$ cat src/rtl/iret_pkg.sv
package iret_pkg;

  typedef enum logic [2:0] {
    WR_PC    = 3'd0,
    WR_IP    = 3'd1,
    WR_SP    = 3'd2,
    WR_FLAGS = 3'd3,
    WR_GIE   = 3'd4
  } wrSel_e;

  typedef enum logic [1:0] {
    SEQ_IDLE = 2'd0,
    SEQ_STACK = 2'd1,
    SEQ_REG  = 2'd2
  } seqState_e;

  // Strobes from control to datapath
  typedef struct packed {
    logic takeEntry;
    logic wrAllow;
    logic addrPlus1;
    logic ldFlagsMem;
    logic ldPcHi;
    logic ldPcLo;
    logic regRestore;
    logic setGie;
  } iretStrobes_t;

endpackage

$ cat src/rtl/iret_ctrl.sv
module iret_ctrl
  import iret_pkg::*;
#(
  parameter int            OPC_W       = 8,
  parameter logic [OPC_W-1:0] RET_OPCODE = 8'hBF,
  parameter int            STACK_CYCLES = 12,
  parameter int            REG_CYCLES   = 6
) (
  input  logic             clk,
  input  logic             rstN,
  input  logic             opValid,
  input  logic [OPC_W-1:0] opcode,
  input  logic             fastIrq,
  input  logic             fisNow,
  input  logic             gieNow,
  output iretStrobes_t     st,
  output logic             memRd,
  output logic             busy,
  output logic             done
);

  localparam int MAX_CYCLES = (STACK_CYCLES > REG_CYCLES) ? STACK_CYCLES : REG_CYCLES;
  localparam int CNT_W      = $clog2(MAX_CYCLES + 1);
  localparam logic [CNT_W-1:0] STACK_LEN = CNT_W'(STACK_CYCLES);
  localparam logic [CNT_W-1:0] REG_LEN   = CNT_W'(REG_CYCLES);
  // Step positions of the stack path
  localparam logic [CNT_W-1:0] STEP_RD_FLAGS = CNT_W'(1);
  localparam logic [CNT_W-1:0] STEP_LD_FLAGS = CNT_W'(2);
  localparam logic [CNT_W-1:0] STEP_RD_HI    = CNT_W'(3);
  localparam logic [CNT_W-1:0] STEP_RD_LO    = CNT_W'(4);
  localparam logic [CNT_W-1:0] STEP_LD_PC    = CNT_W'(5);
  localparam logic [CNT_W-1:0] STEP_SWAP     = CNT_W'(1);

  seqState_e       state;
  logic [CNT_W-1:0] cnt;
  logic [CNT_W-1:0] seqLen;
  logic            startHit;
  logic            entryHit;
  logic            idle;

  assign idle     = (state == SEQ_IDLE);
  assign startHit = idle && opValid && (opcode == RET_OPCODE);
  assign entryHit = idle && !startHit && fastIrq && gieNow;
  assign seqLen   = (state == SEQ_STACK) ? STACK_LEN : REG_LEN;
  assign busy     = !idle;
  assign done     = !idle && (cnt == seqLen);

  always_ff @(posedge clk or negedge rstN) begin
    if (!rstN) begin
      state <= SEQ_IDLE;
      cnt   <= '0;
    end else if (startHit) begin
      state <= fisNow ? SEQ_REG : SEQ_STACK;
      cnt   <= CNT_W'(1);
    end else if (!idle) begin
      if (done) begin
        state <= SEQ_IDLE;
        cnt   <= '0;
      end else begin
        cnt <= cnt + CNT_W'(1);
      end
    end
  end

  always_comb begin
    st       = '0;
    memRd    = 1'b0;
    st.takeEntry = entryHit;
    st.wrAllow   = idle && !startHit && !entryHit;
    st.setGie    = done;
    if (state == SEQ_STACK) begin
      if (cnt == STEP_RD_FLAGS) memRd = 1'b1;
      if (cnt == STEP_LD_FLAGS) st.ldFlagsMem = 1'b1;
      if (cnt == STEP_RD_HI)    memRd = 1'b1;
      if (cnt == STEP_RD_LO) begin
        memRd        = 1'b1;
        st.addrPlus1 = 1'b1;
        st.ldPcHi    = 1'b1;
      end
      if (cnt == STEP_LD_PC)    st.ldPcLo = 1'b1;
    end else if (state == SEQ_REG) begin
      if (cnt == STEP_SWAP)     st.regRestore = 1'b1;
    end
  end

  // done only while busy, and it ends the sequence
  p_done_in_busy_r8: assert property (@(posedge clk) disable iff (!rstN)
    done |-> busy);
  p_done_ends_r8: assert property (@(posedge clk) disable iff (!rstN)
    done |=> !busy);
  p_busy_holds_r8: assert property (@(posedge clk) disable iff (!rstN)
    (busy && !done) |=> busy);
  // only the return opcode starts a sequence
  p_start_needs_ret_r2: assert property (@(posedge clk) disable iff (!rstN)
    (!busy && !(opValid && opcode == RET_OPCODE)) |=> !busy);
  // register path never reads memory
  p_reg_no_mem_r5: assert property (@(posedge clk) disable iff (!rstN)
    (busy && $past(fisNow) && $rose(busy)) |-> !memRd);

endmodule

$ cat src/rtl/iret_dpath.sv
module iret_dpath
  import iret_pkg::*;
#(
  parameter int ADDR_W  = 16,
  parameter int DATA_W  = 8,
  parameter int FIS_BIT = 1
) (
  input  logic              clk,
  input  logic              rstN,
  input  iretStrobes_t      st,
  input  logic              wrEn,
  input  logic [2:0]        wrSel,
  input  logic [ADDR_W-1:0] wrData,
  input  logic [DATA_W-1:0] memData,
  output logic [ADDR_W-1:0] memAddr,
  output logic [ADDR_W-1:0] pc,
  output logic [ADDR_W-1:0] ip,
  output logic [ADDR_W-1:0] sp,
  output logic [DATA_W-1:0] flags,
  output logic [DATA_W-1:0] shadowFlags,
  output logic              gie
);

  localparam logic [DATA_W-1:0] FIS_MASK = DATA_W'(1) << FIS_BIT;

  logic [DATA_W-1:0] pcHi;
  logic              wrGo;

  assign wrGo    = st.wrAllow && wrEn;
  assign memAddr = sp + ADDR_W'(st.addrPlus1);

  // pc and ip
  always_ff @(posedge clk or negedge rstN) begin
    if (!rstN) begin
      pc <= '0;
      ip <= '0;
    end else if (st.takeEntry || st.regRestore) begin
      pc <= ip;
      ip <= pc;
    end else if (st.ldPcLo) begin
      pc <= {pcHi, memData};
    end else if (wrGo && wrSel == WR_PC) begin
      pc <= wrData;
    end else if (wrGo && wrSel == WR_IP) begin
      ip <= wrData;
    end
  end

  always_ff @(posedge clk or negedge rstN) begin
    if (!rstN)            pcHi <= '0;
    else if (st.ldPcHi)   pcHi <= memData;
  end

  // sp
  always_ff @(posedge clk or negedge rstN) begin
    if (!rstN)                          sp <= '0;
    else if (st.ldFlagsMem)             sp <= sp + ADDR_W'(1);
    else if (st.ldPcLo)                 sp <= sp + ADDR_W'(2);
    else if (wrGo && wrSel == WR_SP)    sp <= wrData;
  end

  // flags and shadow
  always_ff @(posedge clk or negedge rstN) begin
    if (!rstN) begin
      flags       <= '0;
      shadowFlags <= '0;
    end else if (st.takeEntry) begin
      shadowFlags <= flags;
      flags       <= flags | FIS_MASK;
    end else if (st.regRestore) begin
      flags <= shadowFlags & ~FIS_MASK;
    end else if (st.ldFlagsMem) begin
      flags <= memData;
    end else if (wrGo && wrSel == WR_FLAGS) begin
      flags <= wrData[DATA_W-1:0];
    end
  end

  // global enable
  always_ff @(posedge clk or negedge rstN) begin
    if (!rstN)                         gie <= 1'b0;
    else if (st.takeEntry)             gie <= 1'b0;
    else if (st.setGie)                gie <= 1'b1;
    else if (wrGo && wrSel == WR_GIE)  gie <= wrData[0];
  end

  // entry marks fast status and masks interrupts
  p_entry_marks_r7: assert property (@(posedge clk) disable iff (!rstN)
    st.takeEntry |=> (flags[FIS_BIT] && !gie));
  // return re-enables interrupts
  p_gie_on_ret_r6: assert property (@(posedge clk) disable iff (!rstN)
    st.setGie |=> gie);
  // enable cannot change mid-sequence
  p_gie_frozen_r9: assert property (@(posedge clk) disable iff (!rstN)
    (!st.setGie && !st.takeEntry && !st.wrAllow) |=> $stable(gie));
  // sp moves only at its two stack steps or by a write
  p_sp_locked_r4: assert property (@(posedge clk) disable iff (!rstN)
    (!st.ldFlagsMem && !st.ldPcLo && !st.wrAllow) |=> $stable(sp));
  // register restore leaves fast status clear
  p_restore_clears_r5: assert property (@(posedge clk) disable iff (!rstN)
    st.regRestore |=> !flags[FIS_BIT]);

endmodule

$ cat src/rtl/iret_seq.sv
module iret_seq
  import iret_pkg::*;
#(
  parameter int          ADDR_W       = 16,
  parameter int          DATA_W       = 8,
  parameter int          FIS_BIT      = 1,
  parameter logic [7:0]  RET_OPCODE   = 8'hBF,
  parameter int          STACK_CYCLES = 12,
  parameter int          REG_CYCLES   = 6
) (
  input  logic              clk,
  input  logic              rstN,
  input  logic              opValid,
  input  logic [7:0]        opcode,
  input  logic              fastIrq,
  input  logic              wrEn,
  input  logic [2:0]        wrSel,
  input  logic [ADDR_W-1:0] wrData,
  output logic              memRd,
  output logic [ADDR_W-1:0] memAddr,
  input  logic [DATA_W-1:0] memData,
  output logic [ADDR_W-1:0] pc,
  output logic [ADDR_W-1:0] ip,
  output logic [ADDR_W-1:0] sp,
  output logic [DATA_W-1:0] flags,
  output logic [DATA_W-1:0] shadowFlags,
  output logic              gie,
  output logic              busy,
  output logic              done
);

  iretStrobes_t strobes;

  iret_ctrl #(
    .OPC_W(8), .RET_OPCODE(RET_OPCODE),
    .STACK_CYCLES(STACK_CYCLES), .REG_CYCLES(REG_CYCLES)
  ) ctrl_i (
    .clk(clk), .rstN(rstN), .opValid(opValid), .opcode(opcode),
    .fastIrq(fastIrq), .fisNow(flags[FIS_BIT]), .gieNow(gie),
    .st(strobes), .memRd(memRd), .busy(busy), .done(done)
  );

  iret_dpath #(
    .ADDR_W(ADDR_W), .DATA_W(DATA_W), .FIS_BIT(FIS_BIT)
  ) dpath_i (
    .clk(clk), .rstN(rstN), .st(strobes), .wrEn(wrEn), .wrSel(wrSel),
    .wrData(wrData), .memData(memData), .memAddr(memAddr), .pc(pc),
    .ip(ip), .sp(sp), .flags(flags), .shadowFlags(shadowFlags), .gie(gie)
  );

endmodule

$ cat config.mk
export PLATFORM = sky130hd
export DESIGN_NAME = iret_seq
export DESIGN_NICKNAME = d
export VERILOG_FILES = /design/src/rtl/iret_pkg.sv /design/src/rtl/iret_ctrl.sv /design/src/rtl/iret_dpath.sv /design/src/rtl/iret_seq.sv
export SDC_FILE = /design/constraint.sdc
export NUM_CORES = 1
export LEC_CHECK = 0
export BUFFER_PORTS_ARGS = -buffer_cell sky130_fd_sc_hd__buf_2
export CORE_AREA = 5 5 106 108
export CTS_CLUSTER_DIAMETER = 50
export CTS_CLUSTER_SIZE = 12
export DETAILED_ROUTE_END_ITERATION = 16
export DIE_AREA = 0 0 111 113
export PLACE_DENSITY = 0.78
export SYNTH_ARGS = -nofsm -noshare
export SYNTH_HDL_FRONTEND = slang
export SYNTH_SLANG_ARGS = --single-unit
$ cat constraint.sdc
create_clock -name clk -period 2.24 [get_ports clk]
set_input_delay 0.112 -clock clk [delete_from_list [all_inputs] [get_ports clk]]
set_output_delay 0.112 -clock clk [all_outputs]
set_load 0.02 [all_outputs]
==> results.toml <==
[global_route]
grt_max_degree = 49
track_usage_pct = 24.0
grt-ovfl-total = 0
grt_pass1_wl_um = 24300
antenna_found_initial = 0
grt_pass1_vias = 4599

[route]
drcViolationCount = 0
firstDrtPassIters = 5
ant_nets = 0
via_count = 4556
post_drt_wl_per_cell_um = 19.4
avgViaCountPerCell = 5.89
wl_um = 15000
drt-initial-drc-count = 293

[sta]
tightest_slew_ns = 0.669
hold_viol_final = 0
fin_crit_ns = 2.21
fmax_mhz = 452
slew_headroom_pct = 55.4
rsz0062_at_grt = "true"
timing.final.crit_share_pct = 98.9
drv_slew = 0
setup_tns_ns = 0
setup_viol = 0
final.setup_skew_ns = 0.00613

[yosys]
ys_seq_elements = 79
synth_cell_type_count = 67
synthArstFlopShare_pct = 100
yosys-top-cells-area = "dfrtp_1 (41%), mux2i_1 (5.2%), nand2_1 (4.1%)"
synth_cells = 496
synth_fp_nets = 544
synth_flop_cell = "dfrtp_1"
yosys_warnings = 0
seq_area_frac_synth_pct = 41.3
synth-edff-count = 0
avgSynthCellArea_um2 = 9.65
yosysTopAreaCellShare_pct = 41.3
synth_top_cell_by_area = "dfrtp_1"
syn-cell-area_um2 = 4790

[die]
die-area_um2 = 12500
rows = 37
die_y_um = 113
io-pin-count = 124
core-area_um2 = 10100
dieWidth_um = 111
start_util_pct = 47.2

[power]
ir_drop_v = 0.000801
pwr-share-seq_pct = 35.6
power_leakage_nw = 2.86
clock_power_share_pct = 17.4
pwr_density_cell_nw_per_um2 = 1180
switching_share_pct = 44.3
p_sw_mw = 3.18
p_int_mw = 4.00
power_frac_comb_pct = 46.9
p_total_mw = 7.18

[clock_tree]
clockBufferDepth = 2
numCtsBuffers = 9
clk_pin_slew_ns = 0.09
cts-root-buf = "clkbuf_8"
cts_tree = "yes"
htree_levels = 3
clkSinkCount = 79
insertion_delay_ns = 0.36

[placed_design]
place_hpwl_um = 11000
placed_cell_area_um2 = 5680
gp_congestion = 0.855
portBuffers = 123

[setup_path]
worstPathMaxFanout = 3
crit_arrival_ns = 2.10
criticalPathCategory = "register to primary output"
worstSetupEndpointType = "primary output"
r2r_slack_ns = 0.12
crit_path_start_kind = "register"
cp_data_required_time_ns = 2.13

[final_layout]
area_growth_pct = 27.5
design_area_um2 = 6100
nets = 681
mostFrequentLayoutCells = "buf_2 (116), dfrtp_1 (77), nand2_1 (50)"
layout-drive-gt1-share_pct = 36.7
diodes = 0
final_common_cell = "buf_2"

[status]
status = "complete, no violations"

[run]
maxCapViolCount = 0

[worst_hold_path]
hold_class = "input pin to register"
synthesized netlist by cell type (5+ instances only):
library cell and n:
o21ai_0 17, ha_1 8, a22o_1 16, mux2i_1 25, nor2_1 23, clkbuf_1 8
nand3_1 29, a21o_1 18, nand4_1 8, o31ai_1 6, mux2_1 7, xor2_1 5
buf_2 20, buf_4 8, dfrtp_1 79, a21oi_1 14, inv_1 12, o211ai_1 19
nand2_1 52, mux2_2 16, xnor2_1 14, o21ai_1 8, nor4_1 5
power by group through the flow:
stage | clock (mW) | combinational [mW] | sequential [mW]
after floorplan | 0 | 1.62 | 2.99
after global placement | 0 | 3.18 | 2.52
after detailed placement | 0 | 3.25 | 2.56
final | 1.25 | 3.37 | 2.56
after global routing | 1.31 | 3.65 | 2.64
after CTS | 1.26 | 3.31 | 2.55
layer usage:
metal	GRT usage [%]	part of all wire [%]
met1	32.3	44
met2	37.8	46
met3	4.71	6.4
met4	10.6	2.7
met5	0	0
worst paths after layout:
path,cells after the start,from,endpoint
min in group asynchronous,2,rstN,dpath_i.sp[13]$_DFFE_PN0P_
max in group asynchronous,3,rstN,dpath_i.sp[0]$_DFFE_PN0P_
worst min register to register,2,dpath_i.shadowFlags[1]$_DFFE_PN0P_,dpath_i.shadowFlags[1]$_DFFE_PN0P_
worst max register to register,8,ctrl_i.cnt[0]$_DFFE_PN0P_,dpath_i.sp[9]$_DFFE_PN0P_
worst max-delay path,9,ctrl_i.cnt[3]$_DFFE_PN0P_,memAddr[8]
worst min-delay path,2,memData[7],dpath_i.pcHi[7]$_DFFE_PN0P_
sequential cells by signal, indices dropped and copies added (netlist names):
signal               flops
ctrl_i.cnt               4
ctrl_i.state             2
dpath_i.flags            8
dpath_i.gie              1
dpath_i.ip              16
dpath_i.pc              16
dpath_i.pcHi             8
dpath_i.shadowFlags      8
dpath_i.sp              16
critical path: stages, from the launching register on:
cell and delay, ns:
dfrtp_1 0.40, nor3b_2 0.22, and3_4 0.24, ha_4 0.15, ha_4 0.14, nand2_4 0.06
nor2_4 0.11, buf_4 0.12, xor2_1 0.14, buf_4 0.16
repair_timing:
item / in CTS / in global routing
setup buffers: 3 / 6
pin swaps: 3 / 6
cloned: 0 / 0
gates resized for setup: 16 / 15
hold buffers: 1 / 0
endpoints found under the hold margin: 47 / 0
setup endpoints to repair: 10 / 19
through the flow:
stage,utilization [%],cells,hold slack (ns),setup WS [ns]
6_report,60.2,773,0.0223,0.0254
5_1_grt,60.2,773,0.0164,-0.0742
4_1_cts,59.2,767,0.0116,-0.0166
3_5_place_dp,56.1,748,0.187,0.000332
3_3_place_gp,56.1,748,0.183,0.0913
2_1_floorplan,-,496,-0.184,0.0348
logic make-up (layout without fill, tap and decap cells):
kind of cell,after synthesis,in the layout,share of synthesized area (%)
and+or+nand+nor,158,158,16.9
AOI/OAI and AO/OA,133,133,20.3
DFF,79,79,41.3
buffers and inverters,51,192,5.33
muxes,48,48,10.6
xor gates and xnor gates,19,19,3.48
adders and majority gates,8,8,2.09
area by class of cell:
| type | instances | area, µm² |
|---|---|---|
| Multi-Input combinational cell | 366 | 2680 |
| Fill cell | 923 | 4030 |
| Inverter | 13 | 48.8 |
| Tap cell | 136 | 170 |
| Timing Repair Buffer | 164 | 993 |
| Clock buffer | 11 | 151 |
| Clock inverter | 4 | 77.6 |
| Sequential cell | 79 | 1980 |
Note: power is estimated with default switching activity, not from simulation.
